File: config.mk
export PLATFORM = sky130hd
export DESIGN_NAME = dmt_timer
export DESIGN_NICKNAME = d
export VERILOG_FILES = /design/src/rtl/dmt_pkg.sv /design/src/rtl/dmt_prescale.sv /design/src/rtl/dmt_capsync.sv /design/src/rtl/dmt_pwm.sv /design/src/rtl/dmt_timer.sv
export SDC_FILE = /design/constraint.sdc
export NUM_CORES = 1
export LEC_CHECK = 0
export ABC_CLOCK_PERIOD_IN_PS = 3900
export BUFFER_PORTS_ARGS = -buffer_cell sky130_fd_sc_hd__buf_4
export CORE_ASPECT_RATIO = 1.75
export CORE_MARGIN = 2
export CORE_UTILIZATION = 61
export CTS_CLUSTER_SIZE = 16
export DETAILED_ROUTE_END_ITERATION = 12
export GPL_ROUTABILITY_DRIVEN = 1
export PLACE_DENSITY = 0.87
export SLEW_MARGIN = 20
export SYNTH_ARGS = -nofsm -noshare
export SYNTH_HDL_FRONTEND = slang
export SYNTH_SLANG_ARGS = --single-unit
export TNS_END_PERCENT = 100
File: constraint.sdc
create_clock -name clk -period 3.9 [get_ports clk]
set_input_delay 0.585 -clock clk [delete_from_list [all_inputs] [get_ports clk]]
set_output_delay 0.585 -clock clk [all_outputs]
set_load 0.005 [all_outputs]
File: src/rtl/dmt_pkg.sv
package dmt_pkg;

    localparam logic [7:0] A_SYSST = 8'h14;
    localparam logic [7:0] A_STAT  = 8'h18;
    localparam logic [7:0] A_IEN   = 8'h1C;
    localparam logic [7:0] A_WEN   = 8'h20;
    localparam logic [7:0] A_CTRL  = 8'h24;
    localparam logic [7:0] A_CNT   = 8'h28;
    localparam logic [7:0] A_LOAD  = 8'h2C;
    localparam logic [7:0] A_TRIG  = 8'h30;
    localparam logic [7:0] A_MATCH = 8'h38;
    localparam logic [7:0] A_CAPT  = 8'h3C;
    localparam logic [7:0] A_IFC   = 8'h40;

    localparam int PV_W   = 3;
    localparam int STAT_W = 3;
    localparam int S_MATCH = 0;
    localparam int S_OVF   = 1;
    localparam int S_CAPT  = 2;

    // control word, bit 0 is the LSB (run)
    typedef struct packed {
        logic            gpo;
        logic            cap_hold;
        logic            toggle;
        logic [1:0]      trig_mode;
        logic [1:0]      edge_sel;
        logic            def_lvl;
        logic            cmp_en;
        logic            pre_en;
        logic [PV_W-1:0] pre_val;
        logic            reload;
        logic            run;
    } ctrl_t;

    typedef enum logic {
        ST_READY = 1'b0,
        ST_SRST  = 1'b1
    } srst_state_e;

endpackage

File: src/rtl/dmt_prescale.sv
module dmt_prescale #(
    parameter int PV_W = 3
) (
    input  logic            clk,
    input  logic            rst_n,
    input  logic            clr,
    input  logic            run,
    input  logic            pre_en,
    input  logic [PV_W-1:0] pre_val,
    output logic            tick
);
    localparam int DIV_W = 1 << PV_W;

    logic [DIV_W-1:0] pcnt;
    logic [DIV_W-1:0] lim;

    // terminal value is 2^(v+1)-1: v+1 ones from the LSB
    always_comb begin
        lim = '0;
        for (int i = 0; i < DIV_W; i++) begin
            if (i[PV_W-1:0] <= pre_val) lim[i] = 1'b1;
        end
    end

    assign tick = run && (!pre_en || (pcnt == lim));

    always_ff @(posedge clk or negedge rst_n) begin
        if (!rst_n) begin
            pcnt <= '0;
        end else if (clr || !run || !pre_en) begin
            pcnt <= '0;
        end else if (pcnt == lim) begin
            pcnt <= '0;
        end else begin
            pcnt <= pcnt + 1'b1;
        end
    end
endmodule

File: src/rtl/dmt_capsync.sv
module dmt_capsync (
    input  logic       clk,
    input  logic       rst_n,
    input  logic       pin,
    input  logic [1:0] edge_sel,
    output logic       hit
);
    logic s1, s2, s3;

    always_ff @(posedge clk or negedge rst_n) begin
        if (!rst_n) begin
            s1 <= 1'b0;
            s2 <= 1'b0;
            s3 <= 1'b0;
        end else begin
            s1 <= pin;
            s2 <= s1;
            s3 <= s2;
        end
    end

    logic rise, fall;
    assign rise = s2 && !s3;
    assign fall = !s2 && s3;
    assign hit  = (edge_sel[0] && rise) || (edge_sel[1] && fall);
endmodule

File: src/rtl/dmt_pwm.sv
module dmt_pwm (
    input  logic       clk,
    input  logic       rst_n,
    input  logic       clr,
    input  logic       def_lvl,
    input  logic       gpo,
    input  logic       toggle,
    input  logic [1:0] trig_mode,
    input  logic       ovf_evt,
    input  logic       match_evt,
    output logic       pwm_o
);
    logic evt, tog, pls;

    always_comb begin
        unique case (trig_mode)
            2'b00:   evt = 1'b0;
            2'b01:   evt = ovf_evt;
            default: evt = ovf_evt || match_evt;
        endcase
    end

    always_ff @(posedge clk or negedge rst_n) begin
        if (!rst_n) begin
            tog <= 1'b0;
            pls <= 1'b0;
        end else if (clr) begin
            tog <= 1'b0;
            pls <= 1'b0;
        end else begin
            pls <= evt;
            if (trig_mode == 2'b00) tog <= 1'b0;
            else if (evt)           tog <= !tog;
        end
    end

    assign pwm_o = gpo ? def_lvl : (def_lvl ^ (toggle ? tog : pls));
endmodule

File: src/rtl/dmt_timer.sv
module dmt_timer
    import dmt_pkg::*;
#(
    parameter int AW          = 8,
    parameter int DW          = 32,
    parameter int SRST_CYCLES = 4
) (
    input  logic          clk,
    input  logic          rst_n,
    input  logic          bus_we,
    input  logic [AW-1:0] bus_addr,
    input  logic [DW-1:0] bus_wdata,
    output logic [DW-1:0] bus_rdata,
    input  logic          capt_i,
    output logic          pwm_o,
    output logic          irq_o,
    output logic          wake_o
);
    localparam int CW   = $bits(ctrl_t);
    localparam int CD_W = (SRST_CYCLES > 1) ? $clog2(SRST_CYCLES) : 1;

    srst_state_e state, state_nxt;
    logic [CD_W-1:0] cd;
    logic rdy, srst_go, clr;

    ctrl_t              ctrl;
    logic [DW-1:0]      cnt, load_v, match_v, capt_v, cnt_adv;
    logic [STAT_W-1:0]  stat, ien, wen, stat_clr, stat_set;
    logic tick, at_top, cnt_wr, ovf_evt, match_evt, cap_hit, cap_take;
    logic wr_stat, wr_ien, wr_wen, wr_ctrl, wr_cnt, wr_load, wr_trig, wr_match, wr_ifc;

    // ---------------- bus write decode ----------------
    assign wr_stat  = bus_we && rdy && (bus_addr == AW'(A_STAT));
    assign wr_ien   = bus_we && rdy && (bus_addr == AW'(A_IEN));
    assign wr_wen   = bus_we && rdy && (bus_addr == AW'(A_WEN));
    assign wr_ctrl  = bus_we && rdy && (bus_addr == AW'(A_CTRL));
    assign wr_cnt   = bus_we && rdy && (bus_addr == AW'(A_CNT));
    assign wr_load  = bus_we && rdy && (bus_addr == AW'(A_LOAD));
    assign wr_trig  = bus_we && rdy && (bus_addr == AW'(A_TRIG));
    assign wr_match = bus_we && rdy && (bus_addr == AW'(A_MATCH));
    assign wr_ifc   = bus_we && rdy && (bus_addr == AW'(A_IFC));

    assign srst_go = wr_ifc && bus_wdata[1];
    assign clr     = (state == ST_SRST) || srst_go;

    // ---------------- soft-reset state machine ----------------
    always_ff @(posedge clk or negedge rst_n) begin
        if (!rst_n) state <= ST_READY;
        else        state <= state_nxt;
    end

    always_comb begin
        state_nxt = state;
        unique case (state)
            ST_READY: if (srst_go)   state_nxt = ST_SRST;   // go_reset
            ST_SRST:  if (cd == '0)  state_nxt = ST_READY;  // reset_done
        endcase
    end

    always_ff @(posedge clk or negedge rst_n) begin
        if (!rst_n)                           cd <= '0;
        else if (srst_go)                     cd <= CD_W'(SRST_CYCLES - 1);
        else if (state == ST_SRST && cd != 0) cd <= cd - 1'b1;
    end

    always_comb begin
        rdy = (state == ST_READY);
    end

    // ---------------- count path ----------------
    dmt_prescale #(.PV_W(PV_W)) u_pre (
        .clk     (clk),
        .rst_n   (rst_n),
        .clr     (clr),
        .run     (ctrl.run),
        .pre_en  (ctrl.pre_en),
        .pre_val (ctrl.pre_val),
        .tick    (tick)
    );

    assign at_top    = (cnt == '1);
    assign cnt_wr    = wr_cnt || wr_trig;
    assign cnt_adv   = at_top ? (ctrl.reload ? load_v : '0) : cnt + 1'b1;
    assign ovf_evt   = tick && at_top && !cnt_wr;
    assign match_evt = tick && ctrl.cmp_en && !cnt_wr && (cnt_adv == match_v);

    always_ff @(posedge clk or negedge rst_n) begin
        if (!rst_n)        cnt <= '0;
        else if (clr)      cnt <= '0;
        else if (wr_cnt)   cnt <= bus_wdata;
        else if (wr_trig)  cnt <= load_v;
        else if (tick)     cnt <= cnt_adv;
    end

    always_ff @(posedge clk or negedge rst_n) begin
        if (!rst_n)                         ctrl <= '0;
        else if (clr)                       ctrl <= '0;
        else if (wr_ctrl)                   ctrl <= ctrl_t'(bus_wdata[CW-1:0]);
        else if (ovf_evt && !ctrl.reload)   ctrl.run <= 1'b0;
    end

    always_ff @(posedge clk or negedge rst_n) begin
        if (!rst_n) begin
            load_v  <= '0;
            match_v <= '0;
            ien     <= '0;
            wen     <= '0;
        end else if (clr) begin
            load_v  <= '0;
            match_v <= '0;
            ien     <= '0;
            wen     <= '0;
        end else begin
            if (wr_load)  load_v  <= bus_wdata;
            if (wr_match) match_v <= bus_wdata;
            if (wr_ien)   ien     <= bus_wdata[STAT_W-1:0];
            if (wr_wen)   wen     <= bus_wdata[STAT_W-1:0];
        end
    end

    // ---------------- capture ----------------
    dmt_capsync u_cap (
        .clk      (clk),
        .rst_n    (rst_n),
        .pin      (capt_i),
        .edge_sel (ctrl.edge_sel),
        .hit      (cap_hit)
    );

    assign cap_take = cap_hit && !(ctrl.cap_hold && stat[S_CAPT]);

    always_ff @(posedge clk or negedge rst_n) begin
        if (!rst_n)        capt_v <= '0;
        else if (clr)      capt_v <= '0;
        else if (cap_take) capt_v <= cnt;
    end

    // ---------------- status: events win over clears ----------------
    always_comb begin
        stat_clr = wr_stat ? bus_wdata[STAT_W-1:0] : '0;
        stat_set = '0;
        stat_set[S_MATCH] = match_evt;
        stat_set[S_OVF]   = ovf_evt;
        stat_set[S_CAPT]  = cap_take;
    end

    always_ff @(posedge clk or negedge rst_n) begin
        if (!rst_n)   stat <= '0;
        else if (clr) stat <= '0;
        else          stat <= (stat & ~stat_clr) | stat_set;
    end

    assign irq_o  = |(stat & ien);
    assign wake_o = |(stat & wen);

    // ---------------- output pin ----------------
    dmt_pwm u_pwm (
        .clk       (clk),
        .rst_n     (rst_n),
        .clr       (clr),
        .def_lvl   (ctrl.def_lvl),
        .gpo       (ctrl.gpo),
        .toggle    (ctrl.toggle),
        .trig_mode (ctrl.trig_mode),
        .ovf_evt   (ovf_evt),
        .match_evt (match_evt),
        .pwm_o     (pwm_o)
    );

    // ---------------- read mux ----------------
    always_comb begin
        bus_rdata = '0;
        case (bus_addr)
            AW'(A_SYSST): bus_rdata = DW'(rdy);
            AW'(A_STAT):  bus_rdata = DW'(stat);
            AW'(A_IEN):   bus_rdata = DW'(ien);
            AW'(A_WEN):   bus_rdata = DW'(wen);
            AW'(A_CTRL):  bus_rdata = DW'(ctrl);
            AW'(A_CNT):   bus_rdata = cnt;
            AW'(A_LOAD):  bus_rdata = load_v;
            AW'(A_MATCH): bus_rdata = match_v;
            AW'(A_CAPT):  bus_rdata = capt_v;
            default:      bus_rdata = '0;
        endcase
    end
endmodule

== Yosys cells after proc, flatten, opt, wreduce, memory -nomap -nowiden ==
Index checks and enable logic that the tools add are counted.

* Register bits after elaboration: 168
* Bits of input ports: 44
* Output and inout port bits: 35
* Logic and storage cells: 159

* Add/sub/neg operators: 3
* Order comparisons: 8
* Eq/ne operators: 15
* Multiplexer cells: 45
* Bitwise logic cells: 7
* Reduce and logical (&&, ||, !) cells: 55

{| class="wikitable"
|+ Operator list
! cell !! number
|-
| 32-bit 2-to-1 mux || 12
|-
| 32-bit one-hot mux with 9 select lines || 1
|-
| 8-bit by 6-bit equality test with 1-bit output (second input constant) || 7
|-
| 32-bit by 1-bit adder with 32-bit output (second input constant) || 1
|-
| 32-bit equality test || 1
|-
| 32-bit equality test (second input constant) || 1
|-
| 1-bit logical AND || 25
|-
| 8-bit by 5-bit equality test with 1-bit output (second input constant) || 3
|-
| 1-bit 2-to-1 mux || 18
|-
| 3-bit 2-to-1 mux || 6
|-
| 8-bit 2-to-1 mux || 2
|-
| 2-bit nonzero test || 8
|-
| 15-bit 2-to-1 mux || 1
|-
| 14-bit 2-to-1 mux || 1
|-
| 3-bit less-or-equal comparator (first input constant) || 4
|-
| 3-bit AND || 3
|-
| 8-bit by 1-bit adder with 8-bit output (second input constant) || 1
|-
| 8-bit by 7-bit equality test with 1-bit output (second input constant) || 1
|-
| 8-bit equality test || 1
|-
| 1-bit logical NOT || 8
|-
| 1-bit logical OR || 7
|-
| 1-bit by 3-bit less-or-equal comparator with 1-bit output (first input constant) || 2
|-
| 2-bit by 3-bit less-or-equal comparator with 1-bit output (first input constant) || 2
|-
| 3-bit nonzero test || 2
|-
| other kinds (11) || 15
|}

== Logic depth before layout (Yosys ltp) ==
* Depth in word-level cells: 13
* Depth in mapped cells: 14
* Depth with buffers taken out: 12

== Hierarchy ==
From an unflattened synthesis, not the netlist that was laid out.

* Cells, all modules: 1321
* Area, all modules: 10286.1 µm²

{| class="wikitable"
|+ Modules (own cells, without submodules)
! module !! times used !! cells each !! area an instance (µm²) !! seq. area each (µm²)
|-
| dmt_timer || 1 || 1242 || 9510.4 || 3878.7
|-
| dmt_prescale || 1 || 61 || 563.0 || 200.2
|-
| dmt_pwm || 1 || 12 || 117.6 || 50.0
|-
| dmt_capsync || 1 || 6 || 95.1 || 75.1
|}

== Least setup slack after synthesis ==
Ideal clock, no wire load.

* Kind: reg-to-reg
* From: register cnt[1]
* To: register u_pwm.tog
* Library setup time: 87 ps
* Arrival: 3321 ps
* Data required time: 3813 ps
* Slack: 492 ps
* Stages on the path, launching flop included: 13
* Path buffers: 1
* Clock period less this slack: 3408 ps
* Path through: dfrtp_1 > ha_1 > nand3_1 > buf_2 > or4_1 > nor4_2 > a21o_1 > xor2_1 > or4_1 > nor4_1 > nand4_1 > a21o_1 > a211oi_2

* Longest elaborated chain between the ends: 7
* Elaborated cells between the ends (all ways): 10
* Those cells by class: 1 x add/sub; 2 x eq/ne; 2 x mux; 5 x reduce/logical

{| class="wikitable"
|+ RTL lines
! element !! RTL line !! text
|-
| start: declaration || dmt_timer.sv:27 || <nowiki>logic [DW-1:0] cnt, load_v, match_v, capt_v, cnt_adv;</nowiki>
|-
| start signal: assignment || dmt_timer.sv:90 || <nowiki>else if (wr_cnt) cnt <= bus_wdata;</nowiki>
|-
| start signal: assignment || dmt_timer.sv:91 || <nowiki>else if (wr_trig) cnt <= load_v;</nowiki>
|-
| start signal: assignment || dmt_timer.sv:92 || <nowiki>else if (tick) cnt <= cnt_adv;</nowiki>
|-
| 32-bit by 1-bit adder with 32-bit output / 32-bit equality test (equally long branches) || dmt_timer.sv:83, dmt_timer.sv:81 ||
|-
| 32-bit 2-to-1 mux || dmt_timer.sv:83 || <nowiki>assign cnt_adv = at_top ? (ctrl.reload ? load_v : '0) : cnt + 1'b1;</nowiki>
|-
| 32-bit equality test || dmt_timer.sv:85 || <nowiki>assign match_evt = tick && ctrl.cmp_en && !cnt_wr && (cnt_adv == match_v);</nowiki>
|-
| 1-bit logical AND || dmt_timer.sv:85 ||
|-
| 1-bit logical OR || dmt_pwm.sv:19 || <nowiki>default: evt = ovf_evt || match_evt;</nowiki>
|-
| 1-bit one-hot mux with 2 select lines * || dmt_pwm.sv:16 || <nowiki>unique case (trig_mode)</nowiki>
|-
| 3-bit nonzero test (no line) * || -- ||
|-
| end signal: assignment || dmt_pwm.sv:33 || <nowiki>else if (evt) tog <= !tog;</nowiki>
|-
| end: declaration || dmt_pwm.sv:13 || <nowiki>logic evt, tog, pls;</nowiki>
|}

Every way passes the cells marked *; elsewhere a longest branch is shown, timed or not.
A chain may end at the register's enable or synchronous reset.

== Worst setup path after layout ==
* From: register cnt[0]
* To: register u_pwm.tog

The elaborated chain is that of the path after synthesis.

==> out/qor.txt <==
Launching point of the worst reg2reg path = cnt[0]
Total GRT Usage = 0.451
Top_reg_cell synth = dfrtp_1
Vias/cell = 6.79
XOR/XNOR Fraction of Synth Area = 0.0500
Lkg Pwr = 5.07 nW
Total CTS buffers = 17
Die H = 175 um
Drt first pass iters = 6
Post-synthesis cell area = 0.0102 sq mm
Clock slew at reported path FFs = 0.07 ns
Global route hottest layer = met2
Tcrit/Tclk final = 0.959
Die Footprint = 0.0177 sq mm
Reg2Reg Setup Slack = 0.16 ns
Data required time of the critical path = 4.26 ns
Critical Path End Type = register
Maximum vdd drop = 0.286 mV
Post-route minimum period = 3.74 ns
Simple-gate area share of the yosys netlist = 0.250
Max-slew violation count = 0
Final Hold Viols = 0
Synth Area per Inst = 7.83 sq um
Sw Share = 0.283
Area Growth Syn to Fin = 16.6%
Placement Setup Slack = 0.132 ns
Reg2reg path depth = 12
P_int = 2.95 mW
Worst Tran Pin Value = 0.863 ns
Post-synth cell types = 57
DP HPWL = 27.4 mm
CP Class = register to register
Clock sink total = 168
Clock power frac = 0.432
WHS = 0.163 ns
EDFF count, synth = 0
DP Cell Count = 1564
Flip-flop and latch area = 0.00421 sq mm
Non-filler cells, final = 1597
Met1 Usage GRT = 0.501
CP max stage cell = or4_1
WL per Instance = 24.4 um
Combinational share of power = 0.104
Met2 usage = 0.720
Post-Place Cell Area = 0.0112 sq mm
WP data arrival = 4.10 ns
Initial antenna violation count = 0
Max_cap viols = 0
P_sw = 1.17 mW
Crit start category = register
First-pass GRT wire length = 59.9 mm
N_diodes = 0
Status = finished, final reports clean
CP cell instances = ha_1 > nand3_2 > or4_1 > nor2_1 > a31oi_1 > xor2_1 > o21ai_0 > a2111oi_0 > and4_1 > nand4_1 > a21o_1 > a211oi_2
FILL cells = 1290
Vias in the first global route = 10.8k
RD Place Congestion = 1.08
Post-route cell area = 0.0118 sq mm
Die Wd = 102 um
Worst setup margin = 0.162 ns
Clock buffer depth = 2
CTS tree = yes
Vias = 10.8k
Starting Density = 0.621
Row cnt = 62
Worst slew margin = 0.423
Skew-Pair Late Insertion Delay = 0.45 ns
Mux share of post-synthesis cell area = 0.00813
Largest net degree at the start of global routing = 85
PortBufs = 78
Nets = 1408
CP max FO = 7
Fmax = 268 MHz
Setup Skew = 0.0142 ns
Remaining global-route overflow = 0
CTS Root Buffer Type = clkbuf_16
Area fraction in compound gates after synthesis = 0.223
Setup TNS = 0 ns
Post-route antenna net violation count = 0
Post-synthesis adder-cell area fraction = 0.00468
H-Tree Level Count = 4
Final number of setup-violating endpoints = 0
DR iter-0 viols = 1170
Syn_nets = 1344
Largest family of logic cells by synthesized area = simple AND/OR/NAND/NOR gates
Core area = 0.0164 sq mm
CP Launch Point = cnt[0]
Worst Hold Class = primary input to asynchronous set/reset pin
Cell Pwr Density = 348 mW/mm^2
Area of the multi-input gates = 0.00549 sq mm
Fraction of layout cells with a size suffix above 1 = 0.151
Ys async rst share = 1.00
#FFs+latches synth = 168
Post-synthesis sequential area ratio = 0.414
Max stage delay on crit path = 0.61 ns
M3 GR Usage = 0.0824
R2r endpoint = u_pwm.tog
DRC Markers = 0
Gate count of the mapped netlist = 1297
Yosys warnings = 0
Final wirelength = 39.0 mm
I/O pins = 79
Sequential Power Share = 0.464
synthesized netlist by cell type (16+ instances only):
master	number	area [sq um]
a22oi_1	71	533
a21oi_1	139	696
a22o_1	16	140
nor2_1	65	244
dfrtp_1	168	4200
xnor2_1	29	254
clkbuf_1	91	342
nand2_1	353	1330
o211ai_1	20	150
nand4_1	23	144
xor2_1	29	254
nor3_1	22	110
nand3_1	38	190
inv_1	25	93.8
o21ai_0	51	255
placed cells by master (no fill, tap or decap), types with 6 or more instances in the layout:
master     synthesis  layout
nand2_1          353     352
dfrtp_1          168     167
buf_4              0     148
a21oi_1          139     139
a22oi_1           71      70
nor2_1            65      60
o21ai_0           51      51
nand3_1           38      37
xor2_1            29      29
xnor2_1           29      29
inv_1             25      25
nand4_1           23      23
nor3_1            22      20
o211ai_1          20      20
clkbuf_16          0      17
a22o_1            16      16
a222oi_1          14      14
a31oi_1           13      13
and4_1            10      10
nor4_1             9       9
o22ai_1            9       9
and3_1             7       7
or3_1              7       7
nand3b_1           6       6
nand2b_1           7       6
mux2i_1            6       6
flip-flops by register name, indices dropped and copies added (netlist names):
name / cells
capt_v: 32
cd: 2
cnt: 32
ctrl: 15
ien: 3
load_v: 32
match_v: 32
stat: 3
state: 1
u_cap.s1: 1
u_cap.s2: 1
u_cap.s3: 1
u_pre.pcnt: 8
u_pwm.pls: 1
u_pwm.tog: 1
wen: 3
how the worst max path moves through the flow:
stage | end | slack (ns) | cells after the start
2_1_floorplan | u_pwm.tog | 0.49 | 12
3_3_place_gp | u_pwm.tog | 0.22 | 11
3_5_place_dp | u_pwm.tog | 0.13 | 11
4_1_cts | u_pwm.tog | 0.13 | 11
5_1_grt | u_pwm.tog | -0.006 | 13
6_report | u_pwm.tog | 0.16 | 12
critical path, delay by kind of cell (launching register included):
| kind | cells | cell delay (ns) |
|---|---|---|
| compound gates | 5 | 1.25 |
| xor+xnor | 1 | 0.15 |
| fa+ha+maj | 1 | 0.24 |
| simple gates | 5 | 1.54 |
| flops | 1 | 0.46 |
through the flow:
| stage | power (mW) | utilization |
|---|---|---|
| 6_report | 4.12 | 0.724 |
| 2_1_floorplan | 2.12 | - |
| 4_1_cts | 4.10 | 0.721 |
| 3_5_place_dp | 2.35 | 0.684 |
| 3_3_place_gp | 2.34 | 0.684 |
| 5_1_grt | 4.22 | 0.724 |
metal layers:
layer / vias to the layer above / part of all wire
met5: - / 0
li1: 4700 / -
met4: 0 / 0.10
met1: 5116 / 0.32
met3: 254 / 0.091
met2: 771 / 0.48
power groups by stage:
stage          clock network (mW)  logic, mW  registers [mW]
3_5_place_dp                    0      0.414            1.93
6_report                     1.78      0.427            1.91
2_1_floorplan                   0      0.238            1.88
3_3_place_gp                    0      0.410            1.93
4_1_cts                      1.78      0.417            1.90
5_1_grt                      1.85      0.461            1.91
area by class of cell:
class                      instances  area share
tap                              224      0.0237
timing repair buffer             151      0.0982
clock buffer                      17      0.0359
clock inverter                    14      0.0153
multi-input combinational        998       0.464
inverter                          25     0.00792
sequential                       168       0.355
kinds of logic (layout without fill, tap and decap cells):
kind of cell,Yosys count,count (layout)
xor+xnor,58,58
mux,8,8
flops,168,168
compound gates,358,358
simple gates,570,570
buf+inv,131,207
fa+ha+maj,4,4
what timing repair did:
item,CTS,global route
setup buffers,0,2
hold buffers,0,0
endpoints found under the setup margin,0,1
resized for setup,0,5
Note: power is estimated with default switching activity, not from simulation.
